File: config.mk
export PLATFORM = sky130hd
export DESIGN_NAME = gpio_bank_ctrl
export DESIGN_NICKNAME = d
export VERILOG_FILES = /design/src/rtl/gpio_bank_ctrl.sv
export SDC_FILE = /design/constraint.sdc
export NUM_CORES = 1
export LEC_CHECK = 0
export BUFFER_PORTS_ARGS = -buffer_cell sky130_fd_sc_hd__buf_4
export CAP_MARGIN = 30
export CORE_MARGIN = 5
export CORE_UTILIZATION = 35
export CTS_CLUSTER_DIAMETER = 80
export DETAILED_ROUTE_END_ITERATION = 10
export PLACE_DENSITY = 0.64
export RECOVER_POWER = 25
export SYNTH_ARGS = -nofsm -noshare
export SYNTH_HDL_FRONTEND = slang
export SYNTH_SLANG_ARGS = --single-unit
File: constraint.sdc
create_clock -name clk -period 2.35 [get_ports clk]
set_input_delay 0.1175 -clock clk [delete_from_list [all_inputs] [get_ports clk]]
set_output_delay 0.1175 -clock clk [all_outputs]
set_load 0.1 [all_outputs]
File: src/rtl/gpio_bank_ctrl.sv
module gpio_bank_ctrl #(
  parameter int NUM_BANKS = 3,
  parameter int ADDR_W    = 12
) (
  input  logic                      clk,
  input  logic                      rst_n,
  input  logic [ADDR_W-1:0]         bus_addr,
  input  logic                      bus_we,
  input  logic [31:0]               bus_wdata,
  output logic [31:0]               bus_rdata,
  input  logic [32*NUM_BANKS-1:0]   pin_in,
  output logic [32*NUM_BANKS-1:0]   pin_out,
  output logic [32*NUM_BANKS-1:0]   pin_oe,
  output logic                      irq_pin0,
  output logic                      irq_pin1,
  output logic                      irq_any
);
  localparam int NPINS   = 32 * NUM_BANKS;
  localparam int OFF_LVL = 'h00;
  localparam int OFF_DIR = 'h0C;
  localparam int OFF_SET = 'h18;
  localparam int OFF_CLR = 'h24;
  localparam int OFF_REN = 'h30;
  localparam int OFF_FEN = 'h3C;
  localparam int OFF_STS = 'h48;
  localparam int OFF_MSK = 'h9C;

  function automatic logic [ADDR_W-1:0] reg_at(input int bank, input int off);
    return ADDR_W'(((bank / 3) << 8) + ((bank % 3) << 2) + off);
  endfunction

  logic [NPINS-1:0] dir_q, out_q, ren_q, fen_q, sts_q, msk_q;
  logic [NPINS-1:0] sync1, sync2, prev;
  logic [NPINS-1:0] sts_clr, edge_hit, pend;
  logic [NUM_BANKS-1:0] wr_dir, wr_set, wr_clr, wr_ren, wr_fen, wr_msk;

  always_comb begin
    bus_rdata = '0;
    sts_clr   = '0;
    wr_dir = '0; wr_set = '0; wr_clr = '0;
    wr_ren = '0; wr_fen = '0; wr_msk = '0;
    for (int b = 0; b < NUM_BANKS; b++) begin
      if (bus_addr == reg_at(b, OFF_LVL)) bus_rdata = sync2[b*32 +: 32];
      if (bus_addr == reg_at(b, OFF_DIR)) bus_rdata = dir_q[b*32 +: 32];
      if (bus_addr == reg_at(b, OFF_SET)) bus_rdata = out_q[b*32 +: 32];
      if (bus_addr == reg_at(b, OFF_CLR)) bus_rdata = out_q[b*32 +: 32];
      if (bus_addr == reg_at(b, OFF_REN)) bus_rdata = ren_q[b*32 +: 32];
      if (bus_addr == reg_at(b, OFF_FEN)) bus_rdata = fen_q[b*32 +: 32];
      if (bus_addr == reg_at(b, OFF_STS)) bus_rdata = sts_q[b*32 +: 32];
      if (bus_addr == reg_at(b, OFF_MSK)) bus_rdata = msk_q[b*32 +: 32];
      if (bus_we) begin
        wr_dir[b] = (bus_addr == reg_at(b, OFF_DIR));
        wr_set[b] = (bus_addr == reg_at(b, OFF_SET));
        wr_clr[b] = (bus_addr == reg_at(b, OFF_CLR));
        wr_ren[b] = (bus_addr == reg_at(b, OFF_REN));
        wr_fen[b] = (bus_addr == reg_at(b, OFF_FEN));
        wr_msk[b] = (bus_addr == reg_at(b, OFF_MSK));
        if (bus_addr == reg_at(b, OFF_STS)) sts_clr[b*32 +: 32] = bus_wdata;
      end
    end
  end

  assign edge_hit = (sync2 & ~prev & ren_q) | (~sync2 & prev & fen_q);

  always_ff @(posedge clk or negedge rst_n) begin
    if (!rst_n) begin
      sync1 <= '0;
      sync2 <= '0;
      prev  <= '0;
      sts_q <= '0;
    end else begin
      sync1 <= pin_in;
      sync2 <= sync1;
      prev  <= sync2;
      sts_q <= (sts_q & ~sts_clr) | edge_hit;
    end
  end

  always_ff @(posedge clk or negedge rst_n) begin
    if (!rst_n) begin
      dir_q <= '0;
      out_q <= '0;
      ren_q <= '0;
      fen_q <= '0;
      msk_q <= '0;
    end else begin
      for (int b = 0; b < NUM_BANKS; b++) begin
        if (wr_dir[b]) dir_q[b*32 +: 32] <= bus_wdata;
        if (wr_set[b]) out_q[b*32 +: 32] <= out_q[b*32 +: 32] | bus_wdata;
        if (wr_clr[b]) out_q[b*32 +: 32] <= out_q[b*32 +: 32] & ~bus_wdata;
        if (wr_ren[b]) ren_q[b*32 +: 32] <= bus_wdata;
        if (wr_fen[b]) fen_q[b*32 +: 32] <= bus_wdata;
        if (wr_msk[b]) msk_q[b*32 +: 32] <= bus_wdata;
      end
    end
  end

  assign pend     = sts_q & msk_q;
  assign pin_out  = out_q;
  assign pin_oe   = dir_q;
  assign irq_pin0 = pend[0];
  assign irq_pin1 = pend[1];
  assign irq_any  = |pend;
endmodule


# Word-level counts from Yosys, hierarchy flattened
# Cells that the tools add are included.
# word_totals
latchBits	0
n_memories	0
in_bits	143
regBits	864
ramBits	0
word_cells	119
mem_bits_ro	0
# op_classes
shifts	0
mux	54
n_reduce_logical	5
eq_ne	23
n_mul	0
order_cmp	0
div	0
bitwise_logic	18
n_addsub	0
# op_table
op	count
$mux W32	36
$and A96 B96 Y96	6
$not A96 Y96	3
$or A96 B96 Y96	2
$and A32 B32 Y32	3
$eq A12 B6 Y1 const B	8
$or A32 B32 Y32	3
$reduce_or A96 Y1	1
$eq A12 B7 Y1 const B	5
$eq A12 B5 Y1 const B	4
$eq A12 B8 Y1 const B	3
$not A32 Y32	1
$eq A12 B4 Y1 const B	2
$mux W1	18
$eq A12 B3 Y1 const B	1
$logic_not A12 Y1	1
$reduce_bool A2 Y1	3

# Logic depth before layout (Yosys ltp)
# depth
word_depth	25
ltp_mapped	12
ltp_nobuf	8

# Worst setup path before layout
# Ideal clock, no wire load.
# synth_path
path_type	input to output
startpoint	in bus_addr[1]
endpoint	out bus_rdata[11]
arrival_ns	4.185
stages	9
path_buffers	3
path_slack_ns	-1.952
t_required_ns	2.233
cell_sequence	or4_4 > buf_6 > nor4_4 > buf_2 > buf_2 > a21oi_1 > a21oi_1 > o221ai_1 > a222oi_1
# synth_between
elab_chain_len	25
word_cells_on_any_way	48
classes_between	eq/ne (23); mux (24); reduce/logical (1)
# synth_lines
item	line	source
from (decl)	7	input logic [ADDR_W-1:0] bus_addr,
$logic_not A12 Y1	43	if (bus_addr == reg_at(b, OFF_LVL)) bus_rdata = sync2[b*32 +: 32];
$mux W32	43	
$mux W32	44	if (bus_addr == reg_at(b, OFF_DIR)) bus_rdata = dir_q[b*32 +: 32];
$mux W32	45	if (bus_addr == reg_at(b, OFF_SET)) bus_rdata = out_q[b*32 +: 32];
$mux W32	46	if (bus_addr == reg_at(b, OFF_CLR)) bus_rdata = out_q[b*32 +: 32];
$mux W32	47	if (bus_addr == reg_at(b, OFF_REN)) bus_rdata = ren_q[b*32 +: 32];
$mux W32	48	if (bus_addr == reg_at(b, OFF_FEN)) bus_rdata = fen_q[b*32 +: 32];
$mux W32	49	if (bus_addr == reg_at(b, OFF_STS)) bus_rdata = sts_q[b*32 +: 32];
[9 not listed]	n/a	
$mux W32	43	
$mux W32	44	
$mux W32	45	
$mux W32	46	
$mux W32	47	
$mux W32	48	
$mux W32	49	
$mux W32 *	50	if (bus_addr == reg_at(b, OFF_MSK)) bus_rdata = msk_q[b*32 +: 32];
to (decl)	10	output logic [31:0] bus_rdata,
# Mark *: on every way between the ends. The rest lies on a longest branch, timed or not.

# Final worst setup path
# layout_path
startpoint	in bus_addr[10]
endpoint	out bus_rdata[8]
# The elaborated chain is that of the path after synthesis.

==> out/metrics.csv <==
metric;value;unit
Multi-input gate area;16300;sq um
layout cells sized above 1;0.432;
total power;33.8;mW
failing checks;capacitance limit, slew limit, setup timing;
asr flop ratio synth;1.00;
Post-DP HPWL;125000;microns
Root Driver;clkbuf_16;
RSZ-0062 raised after global routing;yes;
DRT antenna net count;0;
Yosys top cell area share;0.584;
gpl congestion;0.993;
worst vdd ir;0.525;mV
Inserted Clock Buffers;95;
Layout Nets;4195;
most numerous cell in the Yosys netlist;dfrtp_1;
FF/Latch Area;21600;sq um
PwrDens;636;nW/um^2
Total Wirelength;170000;microns
Worst setup SP type;input pin;
switching share of power;0.240;
DR top layer;met5;
Hold Slack;106;ps
pin count of the biggest net entering global routing;97;
Vias per Instance;6.02;
Die ar.;112000;sq um
met3 WL;21600;microns
synth cell count leaders;864 x dfrtp_1, 384 x mux2_2, 259 x a21oi_1;
dpl cells;5136;
design area;53100;sq um
Die X;335;microns
first-pass GRT wire length;239000;microns
sequential-to-total area share from yosys stat;0.584;
max-cap check violation count;1;
# rows;119;
Fillers;9182;
Clock H-tree levels;3;
IO Count;370;
Clock Sinks;864;
Initial Utilization;0.352;
DR pass1 iterations;6;
Tmin final;3050;ps
Cell Area, Synth;37000;sq um
EDFF count, synth;0;
count of pins over their slew limit;13;
vias in the first global route;32558;
crit path max fanout;11;
relative slew slack;-0.293;
final hold vios;0;
Min-Delay Path Class;in -> reg;
final core occ;0.504;
Clock Path Buffers;3;
DR WL/cell;30.7;microns
met2 routed WL;70300;microns
Tcrit/Tclk final;1.30;
top post-synthesis cells by area;dfrtp_1 58%, mux2_2 12%, a21oi_1 3.5%, o21ai_0 2.6%, nand2_1 2.1%;
Flop pwr share;0.458;
CP Capture Type;primary output;
LEAKAGE;23.9;nW
highest clock rate;328;MHz
Netlist cell types;70;
Metal-1 WL;67800;microns
worst path required time;2230;ps
Reg clk slew, reported paths;60;ps
Setup CP Type;in -> out;
DR vias;33303;
gr usage total;0.292;
Cell Int Power;25.7;mW
initial antenna violation count;6;
syn_area_per_cell;11.7;sq um
Die H;335;microns
Syn Nets;3299;
Synth Register Bits;864;
CTS tree;built;
remaining routing DRC violations;0;
Clock Power Share;0.480;
arrival time worst endpoint;2930;ps
status;complete, but fails checks;
setup_tns;-37700;ps
Ys Warns;0;
Yosys top cell by area;dfrtp_1;
Initial DRC Count;4123;
cell area after placement;45600;sq um
Synth-to-Final Area Change;43.3;%
grt ovf;0;
Worst-Skew Late Latency;680;ps
final std cells w/o fill;5529;
slew at the pin closest to its max-slew limit;1940;ps
Primary FF master, synth;dfrtp_1;
combinational cell fraction of total power;0.062;
clk_skew;16.7;ps
number of buffers inserted by port buffering;369;
final setup fails;284;
Sw Pwr;8.11;mW
Post-Synthesis Cells;3156;
Final Worst Setup Slack;-699;ps
pre-CTS setup slack;-923;ps
Core Area;105000;sq um
## layout by cell type (no fill, tap or decap), types with 40 or more instances in the layout
| cell | instances |
|---|---|
| a21oi_1 | 214 |
| dfrtp_1 | 844 |
| o22ai_1 | 59 |
| o211ai_1 | 103 |
| clkbuf_4 | 91 |
| nand3b_1 | 98 |
| a22oi_1 | 62 |
| buf_12 | 113 |
| nor2_1 | 115 |
| mux2_2 | 384 |
| dlygate4sd3_1 | 129 |
| o221ai_1 | 49 |
| a21oi_2 | 40 |
| nand2_1 | 191 |
| buf_4 | 659 |
| buf_6 | 43 |
| clkbuf_16 | 102 |
| o21ai_0 | 149 |
## worst max-delay path, cell delays in order
cell,delay [ps]
buf_12,100
or4_4,640
buf_6,170
nor4_4,300
buf_6,170
buf_12,140
buf_12,130
a221oi_1,80
nor2_1,140
a2111oi_2,60
buf_4,160
o21ai_1,160
buf_4,170
o2bb2ai_4,160
buf_12,210
## final cells by class
type	instances	area share
flip-flops and latches	864	0.408
multi-input cells	2026	0.306
repair buffers	1064	0.189
clock buffers	141	0.0546
well taps	1391	0.0328
clock inverters	36	0.00941
diodes	6	0.000283
inverters	1	0.0000707
## final timing paths
path                              start  depth (start not counted)           end  slack [ps]
max                        bus_addr[10]                         15  bus_rdata[8]        -700
max reg2reg                   sync2[31]                          5     sts_q[31]        1190
min                          pin_in[21]                          2     sync1[21]         110
min reg2reg                   sync1[49]                          0     sync2[49]         340
min in group asynchronous         rst_n                          3     sync2[83]        1350
max in group asynchronous         rst_n                          4      sync2[3]        -170
## logic make-up after synthesis
| family | count (synthesis) | synth area share |
|---|---|---|
| DFF | 864 | 0.584 |
| AOI/OAI and AO/OA | 1034 | 0.185 |
| buffers and inverters | 267 | 0.0290 |
| and+or+nand+nor | 606 | 0.0851 |
| muxes | 385 | 0.117 |
## routing by layer
| layer | track usage | vias up |
|---|---|---|
| li1 | - | 13719 |
| met1 | 0.407 | 16840 |
| met2 | 0.413 | 2267 |
| met3 | 0.0937 | 475 |
| met4 | 0.138 | 2 |
| met5 | 0 | - |
## power by group through the flow
stage               combinational, mW  clock (mW)  sequential, mW
global route                     2.21        17.0            15.5
global placement                 1.77           0            15.7
floorplan                       0.519           0            15.7
finish                           2.09        16.2            15.5
detailed placement               1.78           0            15.7
CTS                              2.06        16.3            15.5
## repair_timing
item / 4_1_cts / 5_1_grt
resized for setup: 361 / 123
setup buffers: 56 / 27
endpoints found under the hold margin: 1118 / 0
gates cloned: 7 / 2
endpoints found under the setup margin: 33 / 33
hold buffers: 130 / 0
pin swaps: 108 / 84
Power figures use the tool's default switching activity.
